File: src/rtl/func_unit_pkg.sv
package func_unit_pkg;

    typedef enum logic [1:0] {
        YSEL_ZERO = 2'b00,
        YSEL_B    = 2'b01,
        YSEL_NOTB = 2'b10,
        YSEL_ONES = 2'b11
    } ysel_e;

    typedef enum logic [1:0] {
        LOP_AND = 2'b00,
        LOP_OR  = 2'b01,
        LOP_XOR = 2'b10,
        LOP_NOT = 2'b11
    } lop_e;

    typedef enum logic [1:0] {
        SHC_PASS  = 2'b00,
        SHC_RIGHT = 2'b01,
        SHC_LEFT  = 2'b10,
        SHC_SPARE = 2'b11
    } shc_e;

    typedef struct packed {
        logic v;
        logic c;
        logic n;
        logic z;
    } flags_t;

    typedef struct packed {
        logic  use_logic;
        logic  use_shift;
        ysel_e ysel;
        logic  cin;
        lop_e  lop;
        shc_e  shc;
    } fsel_t;

    function automatic fsel_t decode_fs(input logic [3:0] code);
        fsel_t d;
        d.use_logic = code[3];
        d.use_shift = code[3] & code[2];
        d.ysel      = ysel_e'(code[2:1]);
        d.cin       = code[0];
        d.lop       = lop_e'(code[1:0]);
        d.shc       = shc_e'(code[1:0]);
        return d;
    endfunction

endpackage

File: src/rtl/fu_arith.sv
module fu_arith
    import func_unit_pkg::*;
#(
    parameter int WIDTH = 16
) (
    input  logic [WIDTH-1:0] a,
    input  logic [WIDTH-1:0] b,
    input  ysel_e            ysel,
    input  logic             cin,
    output logic [WIDTH-1:0] sum,
    output logic             cout,
    output logic             ovf
);

    logic [WIDTH-1:0] y;
    logic [WIDTH:0]   cy;

    always_comb begin
        case (ysel)
            YSEL_ZERO: y = '0;
            YSEL_B:    y = b;
            YSEL_NOTB: y = ~b;
            default:   y = '1;
        endcase
    end

    assign cy[0] = cin;

    for (genvar i = 0; i < WIDTH; i++) begin : g_bit
        assign sum[i]  = a[i] ^ y[i] ^ cy[i];
        assign cy[i+1] = (a[i] & y[i]) | (cy[i] & (a[i] ^ y[i]));
    end

    assign cout = cy[WIDTH];
    assign ovf  = cy[WIDTH] ^ cy[WIDTH-1];

endmodule

File: src/rtl/fu_logic.sv
module fu_logic
    import func_unit_pkg::*;
#(
    parameter int WIDTH = 16
) (
    input  logic [WIDTH-1:0] a,
    input  logic [WIDTH-1:0] b,
    input  lop_e             lop,
    output logic [WIDTH-1:0] res
);

    always_comb begin
        case (lop)
            LOP_AND: res = a & b;
            LOP_OR:  res = a | b;
            LOP_XOR: res = a ^ b;
            default: res = ~a;
        endcase
    end

endmodule

File: src/rtl/fu_shift.sv
module fu_shift
    import func_unit_pkg::*;
#(
    parameter int WIDTH = 16
) (
    input  logic [WIDTH-1:0] b,
    input  shc_e             shc,
    input  logic             fill_hi,
    input  logic             fill_lo,
    output logic [WIDTH-1:0] res
);

    always_comb begin
        case (shc)
            SHC_RIGHT: res = {fill_hi, b[WIDTH-1:1]};
            SHC_LEFT:  res = {b[WIDTH-2:0], fill_lo};
            default:   res = b;
        endcase
    end

endmodule

File: src/rtl/func_unit.sv
module func_unit
    import func_unit_pkg::*;
#(
    parameter int WIDTH = 16
) (
    input  logic [WIDTH-1:0] a,
    input  logic [WIDTH-1:0] b,
    input  logic [3:0]       fs,
    output logic [WIDTH-1:0] f,
    output logic             v,
    output logic             c,
    output logic             n,
    output logic             z
);

    localparam int MSB = WIDTH - 1;

    fsel_t            dec;
    logic [WIDTH-1:0] arith_res;
    logic [WIDTH-1:0] logic_res;
    logic [WIDTH-1:0] shift_res;
    logic [WIDTH-1:0] alu_res;
    logic             arith_cout;
    logic             arith_ovf;
    flags_t           flg;

    assign dec = decode_fs(fs);

    fu_arith #(.WIDTH(WIDTH)) u_arith (
        .a    (a),
        .b    (b),
        .ysel (dec.ysel),
        .cin  (dec.cin),
        .sum  (arith_res),
        .cout (arith_cout),
        .ovf  (arith_ovf)
    );

    fu_logic #(.WIDTH(WIDTH)) u_logic (
        .a   (a),
        .b   (b),
        .lop (dec.lop),
        .res (logic_res)
    );

    fu_shift #(.WIDTH(WIDTH)) u_shift (
        .b       (b),
        .shc     (dec.shc),
        .fill_hi (1'b0),
        .fill_lo (1'b0),
        .res     (shift_res)
    );

    assign alu_res = dec.use_logic ? logic_res : arith_res;

    always_comb begin
        flg.v = dec.use_logic ? 1'b0 : arith_ovf;
        flg.c = dec.use_logic ? 1'b0 : arith_cout;
        flg.n = alu_res[MSB];
        flg.z = (alu_res == '0);
    end

    assign f = dec.use_shift ? shift_res : alu_res;
    assign v = flg.v;
    assign c = flg.c;
    assign n = flg.n;
    assign z = flg.z;

endmodule

File: config.mk
export PLATFORM = sky130hd
export DESIGN_NAME = func_unit
export DESIGN_NICKNAME = d
export VERILOG_FILES = /design/src/rtl/func_unit_pkg.sv /design/src/rtl/fu_arith.sv /design/src/rtl/fu_logic.sv /design/src/rtl/fu_shift.sv /design/src/rtl/func_unit.sv
export SDC_FILE = /design/constraint.sdc
export NUM_CORES = 1
export LEC_CHECK = 0
export ABC_CLOCK_PERIOD_IN_PS = 13800
export BUFFER_PORTS_ARGS = -buffer_cell sky130_fd_sc_hd__buf_4
export CAP_MARGIN = 20
export CORE_UTILIZATION = 25
export DETAILED_ROUTE_END_ITERATION = 10
export SLEW_MARGIN = 0
export SYNTH_ARGS = -nofsm -noshare
export SYNTH_HDL_FRONTEND = slang
export SYNTH_SLANG_ARGS = --single-unit
export TNS_END_PERCENT = 30
File: constraint.sdc
create_clock -name vclk -period 13.8
set_input_delay 1.38 -clock vclk [all_inputs]
set_output_delay 1.38 -clock vclk [all_outputs]
set_load 0.02 [all_outputs]
==> impl_metrics.yaml, run 1 <==
floorplanning:
  start_util_pct: 26.0
  rows: 33
  die_w_um: 94.6
  core_area_mm2: 0.00826
  die_h_um: 94.6
  die_area_mm2: 0.00896
  pin_count: 56
power:
  vdd_ir_drop_max_uv: 19.0
  power.total_w: 0.000117
  p_per_area_mw_per_mm2: 44.9
  leakage_nw: 1.20
route:
  dr_total_vias: 2271
  drt_iter0_drc: 174
  viasPerCell: 5.26
  dr.pass1.iters: 4
  wl_per_cell_um: 15.4
  drc: 0
  routed_wirelength_um: 6660
  antenna_left: 0
sta:
  worstMarginPinSlew_ns: 1.03
  setup_tns_ns: 0
  period_needed_ns: 10.82
  finalHoldViolCount: 0
  slew_violations: 0
  period_share_pct: 78.4
  max_freq_ghz: 0.0924
  rsz0062_at_grt: "false"
  finalSetupViolations: 0
  whs_ns: 3.24
  slew_headroom_pct: 31.6
global_route:
  grt_pass1_vias: 2179
  antenna_found_initial: 0
  grt_first_pass_wirelength_um: 11100
  grt_usage_pct: 15.1
  overflow: 0
  grt_start_max_net_pins: 37
yosys:
  syn_area_per_cell_um2: 7.35
  ys_warn_count: 0
  netlist_instances: 292
  syn_nets: 380
  syn_area_mm2: 0.00215
  ys_types: 31
  ys_seq_area_share_pct: 0
placed_design:
  gp_congestion: 0.762
  dp_cells: 431
  dp_hpwl_um: 4850
  io_buffer_count: 56
outcome:
  outcome: "finished clean"
critical_path:
  cp-startpoint: "fs[1]"
  crit_type: "input pin to primary output"
  end_kind: "primary output"
  cp_max_fo: 19
  cp.required_ns: 12.42
  critPathLaunchType: "input pin"
  worstPathArrival_ns: 9.44
final_layout:
  final_core_util_pct: 31.6
  seq_cells: 0
  final_cell_mix: "57 x buf_4, 39 x inv_1, 36 x ha_1"
  finalNonFillerCells: 432
  layout_commonest_cell: "buf_4"
  area_delta_synth_final_pct: 21.7
  final_nets: 417
  clkbuf_count: 0
  n_antenna_cell: 0
  ff_latch_area_um2: 0
  layout-drive-gt1-share_pct: 24.2
worst_hold_path:
  min_from: "b[1]"
  hold_path_class: "input pin to primary output"
clocking:
  post-cts-setup-buffer-count: 0
  cts_resized: 0
  hold_buffers: 0
run:
  drv_cap: 0
[where the power goes]
group / internal (W) / switching (W) / total [W]
clock network: 0 / 0 / 0
logic: 0.0000494 / 0.0000678 / 0.000117
registers: 0 / 0 / 0
[synth_stat cells]
library cell / n / area share, %
buf_1: 1 / 0.17
nand4_1: 3 / 0.87
a21oi_1: 31 / 7.2
a31oi_1: 2 / 0.58
mux2i_1: 2 / 0.93
o211ai_2: 2 / 1.2
o211ai_1: 19 / 6.6
nor2_1: 32 / 5.6
clkbuf_2: 1 / 0.23
a311oi_1: 2 / 0.82
o2111ai_1: 7 / 2.9
nand3_1: 14 / 3.3
o21ai_0: 2 / 0.47
o2111ai_2: 1 / 0.70
nor4_2: 1 / 0.58
inv_2: 1 / 0.17
buf_6: 1 / 0.52
nor2b_4: 1 / 0.64
clkbuf_1: 13 / 2.3
a22o_1: 1 / 0.41
mux2_2: 14 / 7.3
nand2_1: 19 / 3.3
nand4_2: 1 / 0.58
xnor2_1: 1 / 0.41
fa_1: 16 / 15
nor2b_1: 2 / 0.58
a22oi_1: 20 / 7.0
inv_1: 39 / 6.8
ha_1: 36 / 21
buf_4: 2 / 0.70
buf_2: 5 / 1.2
[per-stage QoR]
stage / area [um^2] / setup slack (ns)
after CTS: 2600 / 2.96
after floorplan: 2150 / 3.36
after global routing: 2610 / 2.62
after detailed placement: 2600 / 2.96
after global placement: 2600 / 3.12
final: 2610 / 2.98
[layout make-up]
type	instances	area [um^2]
Fill cell	906	5650
Multi-Input combinational cell	229	1890
Timing Repair Buffer	58	443
Inverter	40	150
Tap cell	105	131
[routing by layer]
metal	up-vias	global-route usage, %	routed length [um]
li1	1102	-	-
met1	1094	22.0	3100
met2	69	24.5	3120
met3	6	1.13	372
met4	0	2.15	63
met5	-	0	0
[final timing paths]
kind	to	slack (ns)	cells past startpoint
setup / recovery	z	2.98	26
hold / removal	f[0]	3.24	4
[worst max-delay path, stage by stage]
cell	delay [ns]
buf_4	0.18
mux2_2	0.30
fa_1	0.36
inv_1	0.08
fa_1	0.17
inv_1	0.05
fa_1	0.41
fa_1	0.42
fa_1	0.43
fa_1	0.43
fa_1	0.43
fa_1	0.43
fa_1	0.44
fa_1	0.43
fa_1	0.43
fa_1	0.40
inv_1	0.08
fa_1	0.16
inv_1	0.05
fa_1	0.42
fa_1	0.46
fa_1	0.46
o211ai_1	0.30
nand4_2	0.14
nor4_2	0.38
buf_4	0.21
[cells by family (layout without fill, tap and decap cells)]
kind of cell	after synthesis	count (layout)	synth area share (%)
multiplexers	16	16	8.28
buffers and inverters	63	98	12.1
XOR/XNOR	1	1	0.408
adder cells (fa/ha/maj)	52	52	35.9
AO/OA/AOI/OAI	87	87	27.9
AND/OR/NAND/NOR	73	73	15.5
(Power assumes the default switching activity.)
==> inputs of run 2 (changes only) <==
--- a/config.mk
+++ b/config.mk
@@ -5,7 +5,7 @@
 export SDC_FILE = /design/constraint.sdc
 export NUM_CORES = 1
 export LEC_CHECK = 0
-export ABC_CLOCK_PERIOD_IN_PS = 13800
+export ABC_CLOCK_PERIOD_IN_PS = 10400
 export BUFFER_PORTS_ARGS = -buffer_cell sky130_fd_sc_hd__buf_4
 export CAP_MARGIN = 20
 export CORE_UTILIZATION = 25
==> constraint.sdc (replaced) <==
create_clock -name vclk -period 10.4
set_input_delay 1.04 -clock vclk [all_inputs]
set_output_delay 1.04 -clock vclk [all_outputs]
set_load 0.02 [all_outputs]
==> run 2 against run 1 <==
Final area is 0.86% higher. Worst hold slack got worse by 0.69 ns. Critical path depth unchanged. Core utilization up 0.27 points. Sequential share of layout area unchanged. Die area is the same. Via count down 1.0%. Wire length shrank 2.0%. First-iteration DRC count fell by 26%. Flip-flop and latch count unchanged. Worst setup slack got worse by 2.6 ns. Total power increased by 34%. Largest cell class unchanged.
==> impl_metrics.yaml, run 2 (same netlist as run 1, synthesis figures left out) <==
outcome:
  outcome: "finished clean"
clocking:
  post-cts-setup-buffer-count: 0
  hold_buffers: 0
  cts_resized: 0
sta:
  slew_violations: 0
  worstMarginPinSlew_ns: 1.02
  setup_tns_ns: 0
  rsz0062_at_grt: "false"
  finalSetupViolations: 0
  period_share_pct: 96.0
  period_needed_ns: 9.98
  max_freq_ghz: 0.100
  slew_headroom_pct: 31.7
  finalHoldViolCount: 0
final_layout:
  finalNonFillerCells: 435
  clkbuf_count: 0
  final_cell_mix: "60 x buf_4, 39 x inv_1, 36 x ha_1"
  layout_commonest_cell: "buf_4"
  final_nets: 420
  layout-drive-gt1-share_pct: 24.8
  design_area_mm2: 0.00263
  multi_input_area_mm2: 0.00189
  n_antenna_cell: 0
  fillers: 893
  ff_latch_area_um2: 0
  area_delta_synth_final_pct: 22.7
  seq_cells: 0
floorplanning:
  core_area_mm2: 0.00826
  start_util_pct: 26.0
  die_w_um: 94.6
  rows: 33
  pin_count: 56
  die_h_um: 94.6
  die_area_mm2: 0.00896
placed_design:
  dp_cells: 433
  gp_congestion: 0.793
  io_buffer_count: 56
  dpl_cell_area_mm2: 0.00261
  dp_hpwl_um: 4860
run:
  drv_cap: 0
power:
  p_sw_w: 0.0000899
  combPwrFrac_pct: 100.0
  p_per_area_mw_per_mm2: 59.4
  leakage_nw: 1.21
  pwr-share-clk_pct: 0
  p_int_w: 0.0000666
  vdd_ir_drop_max_uv: 29.3
  pwr-share-seq_pct: 0
  p_sw_share_pct: 57.4
route:
  antenna_left: 0
  dr_total_vias: 2248
  drc: 0
  routed_wirelength_um: 6520
  wl_per_cell_um: 15.0
  viasPerCell: 5.17
  drt_iter0_drc: 128
  dr.pass1.iters: 5
global_route:
  grt_pass1_vias: 2173
  grt_first_pass_wirelength_um: 10900
  grt_start_max_net_pins: 37
  grt_usage_pct: 14.9
  overflow: 0
  antenna_found_initial: 0
critical_path:
  critPathLaunchType: "input pin"
  worst_path_max_delay_cell: "fa_1"
  end_kind: "primary output"
  cp_max_fo: 4
  worstPathArrival_ns: 8.94
  cp_common_cell: "fa_1"
  crit_type: "input pin to primary output"
  cp.required_ns: 9.36
  slowest_delay_ns: 0.46
worst_hold_path:
  hold_path_class: "input pin to primary output"
run 2: layout make-up:
type,instances,share of cell area [%]
timing repair buffer,61,17.7
multi-input combinational,229,71.6
tap,105,4.99
inverter,40,5.70
run 2: power by group through the flow:
| stage | Sequential (W) | Combinational [W] | Clock, W |
|---|---|---|---|
| floorplan | 0 | 0.0000966 | 0 |
| global placement | 0 | 0.000153 | 0 |
| detailed placement | 0 | 0.000154 | 0 |
| CTS | 0 | 0.000156 | 0 |
| global route | 0 | 0.000174 | 0 |
| finish | 0 | 0.000156 | 0 |
run 2: routing by layer:
metal | wire length (um) | vias to the layer above | GRT usage (%)
met5 | 0 | - | 0
met4 | 0 | 0 | 0.884
met1 | 3010 | 1080 | 21.4
li1 | - | 1105 | -
met3 | 372 | 0 | 0.966
met2 | 3140 | 63 | 25.4
run 2: worst max-delay path: cells and delay by family:
kind | cells | cell delay [ns]
muxes | 1 | 0.34
buffers and inverters | 6 | 0.58
and+or+nand+nor | 2 | 0.48
AOI/OAI and AO/OA | 1 | 0.30
adders and majority gates | 16 | 6.17
run 2: path summary, 6_finish.rpt:
kind              from   end  slack [ns]  depth (start not counted)
setup / recovery  b[0]     z        0.42                         26
hold / removal    b[1]  f[0]        2.55                          4
run 2: stage by stage:
step / util, % / worst slack (ns) / hold slack (ns) / power (W)
6_report: 31.9 / 0.416 / 2.55 / 0.000156
5_1_grt: 31.9 / 0.00817 / 2.61 / 0.000174
4_1_cts: 31.6 / 0.341 / 2.55 / 0.000156
3_5_place_dp: 31.6 / 0.314 / 2.55 / 0.000154
3_3_place_gp: 31.6 / 0.425 / 2.56 / 0.000153
2_1_floorplan: - / 0.638 / 2.36 / 0.0000966
==> inputs of run 3 (changes only) <==
==> constraint.sdc (replaced) <==
create_clock -name vclk -period 10.4
set_input_delay 2.08 -clock vclk [all_inputs]
set_output_delay 2.08 -clock vclk [all_outputs]
set_load 0.02 [all_outputs]
==> run 3 against run 2 <==
The run now ends with negative setup slack left. Global-route usage is 0.31 points higher. Final cell count increased by 2.1%. Flip-flop and latch count unchanged. Worst setup slack worse by 0.87 ns. Clock-buffer cell count is the same. Via count about the same. Core utilization rose by 1.6 points. Critical path depth is the same. Wire length is 3.3% higher. Critical path type unchanged. Highest routed layer is now met4.
==> impl_metrics.yaml, run 3 (same netlist as run 1, synthesis figures left out) <==
outcome:
  outcome: "finished, violations left"
  failed_checks: "negative setup slack"
final_layout:
  clkbuf_count: 0
  final_cell_mix: "68 x buf_4, 37 x inv_1, 36 x ha_1"
  seq_cells: 0
  area_delta_synth_final_pct: 28.7
  layout-drive-gt1-share_pct: 32.4
  final_nets: 429
  n_antenna_cell: 0
  layout_commonest_cell: "buf_4"
  ff_latch_area_um2: 0
  final_core_util_pct: 33.5
route:
  viasPerCell: 5.07
  routed_wirelength_um: 6740
  dr_total_vias: 2250
  dr.pass1.iters: 4
  drt_iter0_drc: 93
  drc: 0
  wl_per_cell_um: 15.2
  antenna_left: 0
sta:
  finalSetupViolations: 4
  fin_ws_ns: -0.450
  finalHoldViolCount: 0
  rsz0062_at_grt: "true"
  setup_tns_ns: -0.990
  whs_ns: 4.63
  slew_violations: 0
  worstMarginPinSlew_ns: 1.02
  max_freq_ghz: 0.0922
  slew_headroom_pct: 32.2
  period_share_pct: 104
  period_needed_ns: 10.85
global_route:
  grt_usage_pct: 15.2
  grt_start_max_net_pins: 37
  grt_pass1_vias: 2208
  antenna_found_initial: 0
  grt_first_pass_wirelength_um: 11000
  overflow: 0
critical_path:
  critPathLaunchType: "input pin"
  cp_max_fo: 2
  worstPathArrival_ns: 8.77
  crit_type: "input pin to primary output"
  cp.required_ns: 8.32
  end_kind: "primary output"
worst_hold_path:
  hold_path_class: "input pin to primary output"
placed_design:
  io_buffer_count: 56
  dp_hpwl_um: 5170
  gp_congestion: 0.801
  place_ws_ns: -0.834
floorplanning:
  die_w_um: 94.6
  pin_count: 56
  rows: 33
  die_h_um: 94.6
  core_area_mm2: 0.00826
  start_util_pct: 26.0
  die_area_mm2: 0.00896
run:
  drv_cap: 0
clocking:
  post-cts-setup-buffer-count: 0
  hold_buffers: 0
power:
  leakage_nw: 1.26
  vdd_ir_drop_max_uv: 23.9
  p_per_area_mw_per_mm2: 60.1
## run 3: routing by layer
layer,track usage [%],share of wire (%),vias to the layer above
met3,0.886,4.5,2
met4,1.26,0.58,0
met2,27.3,48,57
met1,20.7,47,1061
met5,0,0,-
li1,-,-,1130
## run 3: where the power goes
| group | internal [W] | switching, W |
|---|---|---|
| sequential | 0 | 0 |
| combinational | 0.0000734 | 0.0000927 |
| clock | 0 | 0 |
| total | 0.0000734 | 0.0000927 |
## run 3: stage by stage
stage | power [W] | instance area, um^2 | std cells
final | 0.000166 | 2760 | 444
after global routing | 0.000184 | 2760 | 444
after CTS | 0.000167 | 2740 | 443
after detailed placement | 0.000165 | 2730 | 443
after global placement | 0.000163 | 2730 | 443
after floorplan | 0.000101 | 2210 | 292
## run 3: final timing paths
kind | from | to | cells past startpoint
worst max-delay path | b[0] | z | 26
worst min-delay path | b[14] | f[15] | 4
## run 3: repair_timing
| action | in CTS | in global routing |
|---|---|---|
| endpoints found under the setup margin | 6 | 6 |
| pin swaps | 14 | 4 |
| resized for setup | 3 | 1 |
## run 3: final cells by class
type                            count  area (um^2)
Fill cell                         919         5500
Inverter                           40          150
Timing Repair Buffer               70          537
Multi-Input combinational cell    229         1940
Tap cell                          105          131
## run 3: worst max-delay path: stages
cell      delay (ns)
buf_4           0.12
mux2_4          0.30
fa_2            0.33
inv_2           0.07
fa_2            0.17
inv_1           0.05
fa_2            0.34
fa_2            0.35
fa_2            0.35
fa_2            0.34
fa_2            0.34
fa_2            0.35
fa_2            0.35
fa_2            0.35
fa_2            0.34
fa_2            0.35
inv_2           0.06
fa_1            0.15
inv_1           0.05
fa_2            0.34
fa_2            0.37
fa_2            0.41
o211ai_1        0.26
nand4_2         0.16
nor4_4          0.20
buf_4           0.19
